===== src/rtl/sertx_pkg.sv =====
// Shared helpers for the framed serial transmitter.
// Assumes one start bit, one stop bit and an optional ninth data bit.
package sertx_pkg;

    // Number of bits in one frame for the selected data mode.
    function automatic int frame_bits(input logic wide, input int data_w);
        return data_w + (wide ? 3 : 2);
    endfunction

endpackage


===== src/rtl/sertx_baud_div.sv =====
// Free-running tick divider: counts baud ticks modulo RATIO and pulses
// 'roll' in the cycle whose tick wraps the count to zero.
// Assumes RATIO >= 2. Only reset clears the count.
module sertx_baud_div #(
    parameter int RATIO = 16
) (
    input  logic clk,
    input  logic rst_n,
    input  logic baud_tick,
    output logic roll
);
    localparam int CNT_W = (RATIO > 1) ? $clog2(RATIO) : 1;

    logic [CNT_W-1:0] cnt;

    assign roll = baud_tick && (cnt == CNT_W'(RATIO - 1));

    // Advance the tick count; wrap on the last tick of a bit.
    always_ff @(posedge clk) begin
        if (!rst_n)
            cnt <= '0;
        else if (roll)
            cnt <= '0;
        else if (baud_tick)
            cnt <= cnt + 1'b1;
    end

    a_r4_hold_without_tick: assert property (@(posedge clk) disable iff (!rst_n)
        !baud_tick |=> $stable(cnt));

endmodule


===== src/rtl/sertx_shift.sv =====
// Frame shifter: loads start, data, optional ninth and stop bits on a write,
// and moves one bit into the output latch on each rollover, zero-filling
// from the top. 'frame_end' pulses in the cycle the stop bit is latched.
// Assumes 'roll' is a single-cycle pulse. A write takes priority over a shift.
module sertx_shift
    import sertx_pkg::*;
#(
    parameter int DATA_W = 8
) (
    input  logic              clk,
    input  logic              rst_n,
    input  logic              roll,
    input  logic              wr_strobe,
    input  logic [DATA_W-1:0] din,
    input  logic              ninth_bit,
    input  logic              wide_mode,
    output logic              tx_q,
    output logic              frame_end
);
    localparam int SR_W  = DATA_W + 3;
    localparam int LEN_W = $clog2(SR_W + 1);

    logic [SR_W-1:0]  sr;
    logic [LEN_W-1:0] left;
    logic [LEN_W-1:0] full_q;
    logic [SR_W-1:0]  load_val;
    logic [LEN_W-1:0] load_len;

    // Build the frame image: start bit at the bottom, stop bit at the top of the frame.
    always_comb begin
        if (wide_mode)
            load_val = {1'b1, ninth_bit, din, 1'b0};
        else
            load_val = {1'b0, 1'b1, din, 1'b0};
        load_len = LEN_W'(frame_bits(wide_mode, DATA_W));
    end

    assign frame_end = roll && !wr_strobe && (left == LEN_W'(1));

    // Load on a write, otherwise shift one bit out per rollover while bits remain.
    always_ff @(posedge clk) begin
        if (!rst_n) begin
            sr     <= '0;
            left   <= '0;
            full_q <= '0;
            tx_q   <= 1'b1;
        end else if (wr_strobe) begin
            sr     <= load_val;
            left   <= load_len;
            full_q <= load_len;
        end else if (roll && left != '0) begin
            tx_q <= sr[0];
            sr   <= {1'b0, sr[SR_W-1:1]};
            left <= left - 1'b1;
        end
    end

    a_r10_quiet_between_rolls: assert property (@(posedge clk) disable iff (!rst_n)
        !roll |=> $stable(tx_q));
    a_r2_start_goes_first: assert property (@(posedge clk) disable iff (!rst_n)
        (roll && !wr_strobe && left != '0 && left == full_q) |=> !tx_q);
    a_r6_idle_line_high: assert property (@(posedge clk) disable iff (!rst_n)
        (left == '0) |-> tx_q);
    a_r7_stop_is_high: assert property (@(posedge clk) disable iff (!rst_n)
        frame_end |=> tx_q);
    a_r3_count_in_range: assert property (@(posedge clk) disable iff (!rst_n)
        left <= LEN_W'(SR_W));

endmodule


===== src/rtl/sertx_flag.sv =====
// Sticky done flag: set by the frame-end pulse, cleared by the host.
// Assumes set takes priority over clear in the same cycle.
module sertx_flag (
    input  logic clk,
    input  logic rst_n,
    input  logic set_pulse,
    input  logic clr,
    output logic done_q
);
    // Hold the flag between a set and the following clear.
    always_ff @(posedge clk) begin
        if (!rst_n)
            done_q <= 1'b0;
        else if (set_pulse)
            done_q <= 1'b1;
        else if (clr)
            done_q <= 1'b0;
    end

    a_r7_set_on_end: assert property (@(posedge clk) disable iff (!rst_n)
        set_pulse |=> done_q);
    a_r8_clear_lowers: assert property (@(posedge clk) disable iff (!rst_n)
        (clr && !set_pulse) |=> !done_q);
    a_r8_holds_until_clear: assert property (@(posedge clk) disable iff (!rst_n)
        (done_q && !clr) |=> done_q);

endmodule


===== src/rtl/sertx_framer.sv =====
// Framed serial transmitter top: divider, shifter and done flag.
// Assumes baud_tick is a one-cycle pulse produced elsewhere, TICKS_PER_BIT per bit.
module sertx_framer #(
    parameter int DATA_W        = 8,
    parameter int TICKS_PER_BIT = 16
) (
    input  logic              clk,
    input  logic              rst_n,
    input  logic              baud_tick,
    input  logic              wr_strobe,
    input  logic [DATA_W-1:0] din,
    input  logic              ninth_bit,
    input  logic              wide_mode,
    input  logic              done_clr,
    output logic              tx_line,
    output logic              tx_done
);
    logic roll;
    logic frame_end;

    sertx_baud_div #(.RATIO(TICKS_PER_BIT)) u_div (
        .clk       (clk),
        .rst_n     (rst_n),
        .baud_tick (baud_tick),
        .roll      (roll)
    );

    sertx_shift #(.DATA_W(DATA_W)) u_shift (
        .clk       (clk),
        .rst_n     (rst_n),
        .roll      (roll),
        .wr_strobe (wr_strobe),
        .din       (din),
        .ninth_bit (ninth_bit),
        .wide_mode (wide_mode),
        .tx_q      (tx_line),
        .frame_end (frame_end)
    );

    sertx_flag u_flag (
        .clk       (clk),
        .rst_n     (rst_n),
        .set_pulse (frame_end),
        .clr       (done_clr),
        .done_q    (tx_done)
    );

    a_r1_reset_state: assert property (@(posedge clk)
        !rst_n |=> (tx_line && !tx_done));

endmodule


===== config.mk =====
export PLATFORM = sky130hd
export DESIGN_NAME = sertx_framer
export DESIGN_NICKNAME = d
export VERILOG_FILES = /design/src/rtl/sertx_pkg.sv /design/src/rtl/sertx_baud_div.sv /design/src/rtl/sertx_shift.sv /design/src/rtl/sertx_flag.sv /design/src/rtl/sertx_framer.sv
export SDC_FILE = /design/constraint.sdc
export NUM_CORES = 1
export LEC_CHECK = 0
export ABC_AREA = 0
export BUFFER_PORTS_ARGS = -buffer_cell sky130_fd_sc_hd__clkbuf_2
export CAP_MARGIN = 20
export CELL_PAD_IN_SITES_DETAIL_PLACEMENT = 1
export CELL_PAD_IN_SITES_GLOBAL_PLACEMENT = 1
export CORE_ASPECT_RATIO = 0.6
export CORE_MARGIN = 2
export CORE_UTILIZATION = 43
export DETAILED_ROUTE_END_ITERATION = 10
export GPL_TIMING_DRIVEN = 1
export HOLD_SLACK_MARGIN = 0.05
export PLACE_DENSITY_LB_ADDON = 0.3
export SYNTH_ARGS = -nofsm -noshare
export SYNTH_HDL_FRONTEND = slang
export SYNTH_SLANG_ARGS = --single-unit

===== constraint.sdc =====
create_clock -name clk -period 3.7 [get_ports clk]
set_input_delay 0.185 -clock clk [delete_from_list [all_inputs] [get_ports clk]]
set_output_delay 0.185 -clock clk [all_outputs]
set_load 0.03 [all_outputs]

==> results of run 1 <==
layer usage:
layer / share of wire, % / track usage [%] / up-vias
li1: - / - / 449
met1: 56 / 29.5 / 430
met2: 40 / 36.4 / 15
met3: 3.2 / 6.59 / 4
met4: 0.82 / 6.25 / 0
met5: 0 / 0 / -
per-stage QoR:
| stage | instance area (sq um) | total power, mW | worst slack (ns) |
|---|---|---|---|
| after floorplan | 983 | 0.283 | 2.21 |
| after global placement | 1070 | 0.300 | 1.97 |
| after detailed placement | 1070 | 0.304 | 1.91 |
| after CTS | 1120 | 0.460 | 1.88 |
| after global routing | 1120 | 0.479 | 1.68 |
| final | 1120 | 0.455 | 1.86 |
synth_stat cells:
library cell  count
dfxtp_1          21
nor2_1           14
o21ai_0          14
a211oi_1         10
and3_1            6
nand2_1           6
inv_1             5
ha_1              4
a21oi_1           3
a31oi_1           3
buf_2             3
clkbuf_1          3
mux2i_1           2
nand3_1           2
nand4_1           2
nor4_1            2
or4_1             2
xor2_1            2
a21boi_0          1
a311oi_1          1
a41oi_1           1
and4_2            1
nor2b_1           1
nor3b_1           1
o211ai_1          1
o221ai_1          1
or3_1             1
or3b_1            1
xnor2_1           1
critical path: stages (launching register included):
cell and delay (ns):
dfxtp_1 0.33, inv_1 0.12, ha_1 0.19, nor3b_1 0.71
o21ai_0 0.18, a31oi_1 0.23
area by class of cell:
class	count	area [sq um]	share of cell area (%)
inverter	5	18.8	1.68
sequential	21	420	37.5
multi-input combinational	83	518	46.3
timing repair buffer	16	80.1	7.15
tap	30	37.5	3.35
clock buffer	4	45.0	4.02
power by group through the flow:
stage               sequential [mW]  combinational (mW)  clock [mW]
floorplan                     0.248              0.0344           0
global placement              0.249              0.0505           0
detailed placement            0.250              0.0540           0
CTS                           0.245              0.0550       0.160
global route                  0.246              0.0636       0.170
finish                        0.245              0.0552       0.155
final timing paths:
path                    from              end  slack [ns]  cells past startpoint
max          u_shift.left[1]  u_shift.left[0]        1.86                      5
max reg2reg  u_shift.left[1]  u_shift.left[0]        1.86                      5
min                   din[6]    u_shift.sr[7]        0.22                      3
min reg2reg    u_shift.sr[9]    u_shift.sr[9]        0.49                      2
state kept, by name, summed over array words and instances (netlist names):
register	flops
u_div.cnt	4
u_shift.left	4
u_flag.done_q	1
u_shift.tx_q	1
u_shift.sr	11
kinds of logic (layout without fill, tap and decap cells):
kind of cell,count (synthesis),count (layout),synth area share [%]
buffers and inverters,11,25,4.58
AND/OR/NAND/NOR,39,39,20.5
XOR/XNOR,3,3,2.67
AO/OA/AOI/OAI,35,35,22.4
adder cells (fa/ha/maj),4,4,5.09
multiplexers,2,2,2.04
flip-flops,21,21,42.7
==> results.toml, run 1 <==
[outcome]
status = "finished, final reports clean"

[timing]
finalCriticalPeriod_ns = 1.84
setup_violations = 0
worst_pin_slew_ns = 0.856
finClkSkew_ns = 0.00437
fin_tns_setup_ns = 0
report.final.slew_viol_count = 0
finalHoldViolations = 0
rsz0062_at_grt = "no"
relSlewSlack_pct = 42.8
max_freq_ghz = 0.543
fin_hold_ws_ns = 0.219
timing.final.crit_share_pct = 49.7

[cts]
clockRootBuffer = "clkbuf_8"
cts.hold.buffers_added = 0
clk_latency_ns = 0.27
h-tree-depth = 1
cts_sinks = 21
clockBufferDepth = 2
ctsResizeCount = 0
path_clk_slew_ns = 0.08
cts_tree = "yes"
cts_buffers = 3
postCtsSetupBuffers = 0

[synth]
synth_seq_cells = 21
synth_top_area_share_pct = 42.7
synth_cells = 115
post_synth.cell_area_avg_sq_um = 8.55
synth_top_area_cell = "dfxtp_1"
ys_warn_count = 0
ys_seq_area_share_pct = 42.7
synth_cell_types = 29
syn_area_sq_um = 983
syn-num-nets = 134
synthTopCellsByArea = "dfxtp_1 (43%), a211oi_1 (7.6%), o21ai_0 (7.1%), nor2_1 (5.3%), ha_1 (5.1%)"

[placement]
hpwl_microns = 1780
gp_congestion = 0.764
port_buffers = 16
dp.cells = 155

[die]
start_util_pct = 45.5
coreArea_sq_mm = 0.00216
die_y_microns = 41.0
num_rows = 13
die_w_microns = 65.7
die_area_sq_mm = 0.00270
ios = 17

[detailed_routing]
vias = 898
drc_errors = 0
antenna_left = 0
wirelength_microns = 2560
initialDrtViolationCount = 47
dr.pass1.iters = 4
via_per_inst = 5.65
wl_per_cell_microns = 16.1

[pwr]
p_sw_mw = 0.119
combinationalPowerShare_pct = 12.1
switching_share_pct = 26.2
power.share.sequential_pct = 53.8
p_clk_share_pct = 34.0
power-per-cell-area_mw_per_mm2 = 406
internal_power_mw = 0.336
leakage_nw = 0.470
ir_worst_vdd_mv = 0.178

[critical_path]
startpoint_type = "flop"
required_ns = 3.89
cp.arrival_ns = 2.03
cp-end-kind = "flop"
critPathKind = "reg2reg"
crit_fanout = 8

[layout]
drive_above_1_share_pct = 15.5
antenna_cells = 0
syn_to_final_growth_pct = 13.9
fillers = 264
fin_cells = 159
layout_commonest_cell = "dfxtp_1"
final_cell_mix = "dfxtp_1 (21), clkbuf_2 (16), nor2_1 (14), o21ai_0 (14), a211oi_1 (10)"
utilization_pct = 51.8
num-nets-final = 149

[global_route]
grt_usage_pct = 22.4
overflow = 0
grt_pass1_vias = 867
antenna_found_initial = 0
grt_pass1_wl_microns = 4290
grt_max_degree = 17

[min_path]
min_path_type = "in2reg"

[flow_run]
drv_cap = 0
(Power assumes the default switching activity.)
==> run 2, diff against run 1 <==
--- a/config.mk
+++ b/config.mk
@@ -12,7 +12,7 @@
 export CELL_PAD_IN_SITES_GLOBAL_PLACEMENT = 1
 export CORE_ASPECT_RATIO = 0.6
 export CORE_MARGIN = 2
-export CORE_UTILIZATION = 43
+export CORE_UTILIZATION = 40
 export DETAILED_ROUTE_END_ITERATION = 10
 export GPL_TIMING_DRIVEN = 1
 export HOLD_SLACK_MARGIN = 0.05
==> constraint.sdc (replaced) <==
create_clock -name clk -period 1.91 [get_ports clk]
set_input_delay 0.0955 -clock clk [delete_from_list [all_inputs] [get_ports clk]]
set_output_delay 0.0955 -clock clk [all_outputs]
set_load 0.03 [all_outputs]
==> results.toml, run 2 (same netlist as run 1, synthesis figures left out) <==
[outcome]
status = "finished, final reports clean"

[cts]
cts_sinks = 21
cts_buffers = 3
cts_tree = "yes"
clk_latency_ns = 0.26
path_clk_slew_ns = 0.08
h-tree-depth = 1
clockRootBuffer = "clkbuf_8"
clockBufferDepth = 2

[timing]
timing.final.crit_share_pct = 91.6
worst_pin_slew_ns = 0.437
max_freq_ghz = 0.572
fin_tns_setup_ns = 0
finalCriticalPeriod_ns = 1.75
setup_violations = 0
finClkSkew_ns = 0.00277
relSlewSlack_pct = 70.8
fin_hold_ws_ns = 0.120
rsz0062_at_grt = "no"
finalHoldViolations = 0
report.final.slew_viol_count = 0

[detailed_routing]
dr.pass1.iters = 4
initialDrtViolationCount = 70
via_per_inst = 5.71
drc_errors = 0
antenna_left = 0
wl_per_cell_microns = 16.2
vias = 920
wirelength_microns = 2610

[min_path]
min_path_type = "in2reg"
holdPathStages = 3

[critical_path]
required_ns = 2.10
crit_fanout = 7
ff2ff_setup_slack_ns = 0.16
cp.arrival_ns = 1.94
critPathKind = "reg2reg"
startpoint_type = "flop"
cp-end-kind = "flop"
r2r_cells = 6

[die]
die_area_sq_mm = 0.00288
die_y_microns = 42.4
num_rows = 13
coreArea_sq_mm = 0.00224
ios = 17
die_w_microns = 68.0
start_util_pct = 43.8

[layout]
layout_commonest_cell = "dfxtp_1"
final_cell_mix = "dfxtp_1 (21), clkbuf_2 (16), nor2_1 (14), o21ai_0 (14), a211oi_1 (10)"
top_regs = "u_shift.sr x11, u_div.cnt x4, u_shift.left x4"
max_flop_register = "u_shift.sr"
num-nets-final = 151
largest_reg_flops = 11
drive_above_1_share_pct = 17.6
antenna_cells = 0
syn_to_final_growth_pct = 15.6

[pwr]
ir_worst_vdd_mv = 0.362
leakage_nw = 0.480
power-per-cell-area_mw_per_mm2 = 773

[global_route]
grt_pass1_wl_microns = 4530
grt_max_degree = 17
grt_pass1_vias = 979
overflow = 0
grt_usage_pct = 21.2
antenna_found_initial = 0

[placement]
port_buffers = 16
gp_congestion = 0.770
hpwl_microns = 1880

[flow_run]
drv_cap = 0
run 2: changes by cell type in the layout (fill, tap and decap cells not counted), sizes merged:
cell  previous run  this run
buf              0         2
run 2: stage by stage:
| step | std cells | power [mW] | instance area [sq um] | utilization [%] | setup slack [ns] |
|---|---|---|---|---|---|
| 6_report | 161 | 0.880 | 1140 | 50.7 | 0.160 |
| 5_1_grt | 161 | 0.922 | 1140 | 50.7 | 0.0663 |
| 4_1_cts | 161 | 0.882 | 1130 | 50.6 | 0.117 |
| 3_5_place_dp | 157 | 0.592 | 1090 | 48.6 | 0.163 |
| 3_3_place_gp | 157 | 0.584 | 1090 | 48.6 | 0.296 |
| 2_1_floorplan | 115 | 0.547 | 983 | - | 0.418 |
run 2: power by group:
part | switching (mW) | total (mW) | internal [mW] | leakage (nW)
sequential | 0.0143 | 0.475 | 0.461 | 0.173
clock | 0.146 | 0.294 | 0.149 | 0.0228
combinational | 0.0654 | 0.110 | 0.0445 | 0.284
total | 0.225 | 0.880 | 0.654 | 0.480
run 2: path summary, 6_finish.rpt:
| check | start | end |
|---|---|---|
| max | u_shift.left[0] | u_shift.left[3] |
| max reg2reg | u_shift.left[0] | u_shift.left[3] |
| min reg2reg | u_shift.sr[9] | u_shift.sr[9] |
| min | wide_mode | u_shift.sr[10] |
run 2: metal layers:
metal,vias to the layer above,global-route usage [%],part of all wire (%)
li1,454,-,-
met1,448,27.3,50
met2,16,34.8,46
met3,2,6.72,3.0
met4,0,4.40,0.50
met5,-,0,0
run 2: critical path: stages, from the launching register on:
cell and delay [ns]:
dfxtp_1 0.40, inv_1 0.11, ha_1 0.21, nor3b_1 0.17
buf_4 0.17, or4_1 0.46, a31oi_1 0.16
run 2: cell type report:
class                   instances  area (sq um)
clock buffers                   4          45.0
fillers                       289          1110
inverters                       5          18.8
multi-input cells              83           520
flip-flops and latches         21           420
well taps                      30          37.5
repair buffers                 18          95.1
run 2: timing repair:
| item | 4_1_cts | 5_1_grt |
|---|---|---|
| gates resized for setup | 0 | 1 |
| hold buffers | 0 | 0 |
| setup buffers | 0 | 0 |
| endpoints found under the setup margin | 0 | 4 |
==> run 3, diff against run 2 <==
--- a/config.mk
+++ b/config.mk
@@ -17,6 +17,7 @@
 export GPL_TIMING_DRIVEN = 1
 export HOLD_SLACK_MARGIN = 0.05
 export PLACE_DENSITY_LB_ADDON = 0.3
+export SETUP_SLACK_MARGIN = 0.4
 export SYNTH_ARGS = -nofsm -noshare
 export SYNTH_HDL_FRONTEND = slang
 export SYNTH_SLANG_ARGS = --single-unit
==> results.toml, run 3 (same netlist as run 1, synthesis figures left out) <==
[layout]
multiInputGateArea_sq_um = 631
drive_above_1_share_pct = 41.4
fillers = 282
max_flop_register = "u_shift.sr"
top_regs = "u_shift.sr x11, u_div.cnt x4, u_shift.left x4"
largest_reg_flops = 11
layout_commonest_cell = "dfxtp_1"
antenna_cells = 0
syn_to_final_growth_pct = 40.1
final_cell_mix = "dfxtp_1 (17), clkbuf_2 (16), o21ai_0 (14), nor2_1 (13), buf_4 (10)"
seq_area_sq_um = 425
num-nets-final = 165

[global_route]
antenna_found_initial = 0
grt_pass1_vias = 1045
grt_usage_pct = 23.4
grt_max_degree = 17
overflow = 0
grt_pass1_wl_microns = 4970

[pwr]
leakage_nw = 0.569
power-per-cell-area_mw_per_mm2 = 693
total_power_mw = 0.954
ir_worst_vdd_mv = 0.379

[cts]
clockRootBuffer = "clkbuf_8"
h-tree-depth = 1
cts_tree = "yes"
cts_sinks = 21
cts_buffers = 3
clockBufferDepth = 2
clk_latency_ns = 0.26
path_clk_slew_ns = 0.08

[die]
die_area_sq_mm = 0.00288
coreArea_sq_mm = 0.00224
die_w_microns = 68.0
num_rows = 13
die_y_microns = 42.4
start_util_pct = 43.8
ios = 17

[timing]
finalHoldViolations = 0
report.final.slew_viol_count = 0
fin_tns_setup_ns = 0
rsz0062_at_grt = "yes"
finalCriticalPeriod_ns = 1.58
timing.final.crit_share_pct = 82.8
fin_hold_ws_ns = 0.123
finClkSkew_ns = 0.00139
setup_violations = 0
relSlewSlack_pct = 70.4
worst_pin_slew_ns = 0.444
max_freq_ghz = 0.632

[detailed_routing]
via_per_inst = 5.74
wirelength_microns = 3300
antenna_left = 0
wl_per_cell_microns = 18.9
initialDrtViolationCount = 44
vias = 1004
drc_errors = 0
dr.pass1.iters = 4

[critical_path]
crit_fanout = 4
cp-end-kind = "flop"
critPathKind = "reg2reg"
path_cells = "inv_2, ha_4, nor3b_4, buf_6, or4_4, a31oi_1"
r2r_cells = 6
slowest_stage = "or4_4"
startpoint_type = "flop"
r2r-end = "u_shift.left[3]"
cp.arrival_ns = 1.77
ff2ff_setup_slack_ns = 0.33
required_ns = 2.10
slowest_delay_ns = 0.46
rr_startpoint = "u_shift.left[0]"

[placement]
gp_congestion = 0.770
hpwl_microns = 1880
port_buffers = 16

[min_path]
min-delay-start = "wide_mode"
min_path_type = "in2reg"
holdPathStages = 3
min_delay_worst_endpoint = "u_shift.sr[10]"

[flow_run]
drv_cap = 0

[outcome]
status = "finished, final reports clean"
==> run 3: cell count changes in the layout (fill, tap and decap cells not counted), sizes merged <==
cell	change
buf	+13
or3b	+1
==> run 3: routing by layer <==
metal | track usage [%] | up-vias | wire [microns] | part of all wire (%)
met5 | 0 | - | 0 | 0
met4 | 4.80 | 0 | 22 | 0.67
met3 | 5.65 | 4 | 76 | 2.3
met2 | 38.3 | 15 | 1570 | 48
met1 | 31.1 | 499 | 1630 | 49
li1 | - | 486 | - | -
==> run 3: area by class of cell <==
class | count | area share [%]
Multi-Input combinational cell | 84 | 45.8
Sequential cell | 21 | 30.9
Timing Repair Buffer | 31 | 16.0
Clock buffer | 4 | 3.27
Tap cell | 30 | 2.72
Inverter | 5 | 1.36
==> run 3: worst max path at each step <==
stage | from | to | slack (ns) | depth (start not counted)
floorplan | u_shift.left[0] | u_shift.left[1] | 0.42 | 6
global placement | u_shift.left[1] | u_shift.sr[6] | 0.30 | 5
detailed placement | u_shift.left[0] | u_shift.sr[4] | 0.16 | 5
CTS | u_shift.left[1] | u_shift.left[3] | 0.35 | 4
global route | u_shift.left[0] | u_shift.left[3] | 0.26 | 6
finish | u_shift.left[0] | u_shift.left[3] | 0.33 | 6
==> run 3: critical path, delay by kind of cell, from the launching register on <==
family                     cells  cell delay, ns
and+or+nand+nor                2            0.61
DFF                            1            0.36
buffers and inverters          2            0.21
adders and majority gates      1            0.16
AOI/OAI and AO/OA              1            0.16
==> run 3: timing repair <==
action / CTS / global route
pin swaps: 5 / 6
gates cloned: 1 / 0
setup buffers: 10 / 3
gates resized for setup: 15 / 18
endpoints found under the setup margin: 16 / 15
endpoints found under the hold margin: 0 / 0
hold buffers: 0 / 0
==> run 3: per-stage QoR <==
| step | instances | instance area [sq um] | utilization, % | setup WS (ns) |
|---|---|---|---|---|
| global route | 175 | 1380 | 61.4 | 0.262 |
| floorplan | 115 | 983 | - | 0.418 |
| CTS | 172 | 1280 | 56.9 | 0.352 |
| finish | 175 | 1380 | 61.4 | 0.329 |
| global placement | 157 | 1090 | 48.6 | 0.296 |
| detailed placement | 157 | 1090 | 48.6 | 0.163 |
==> run 3: where the power goes <==
group / total (mW) / internal, mW / switching (mW)
Clock: 0.292 / 0.148 / 0.143
Sequential: 0.480 / 0.463 / 0.0172
Combinational: 0.183 / 0.0901 / 0.0929
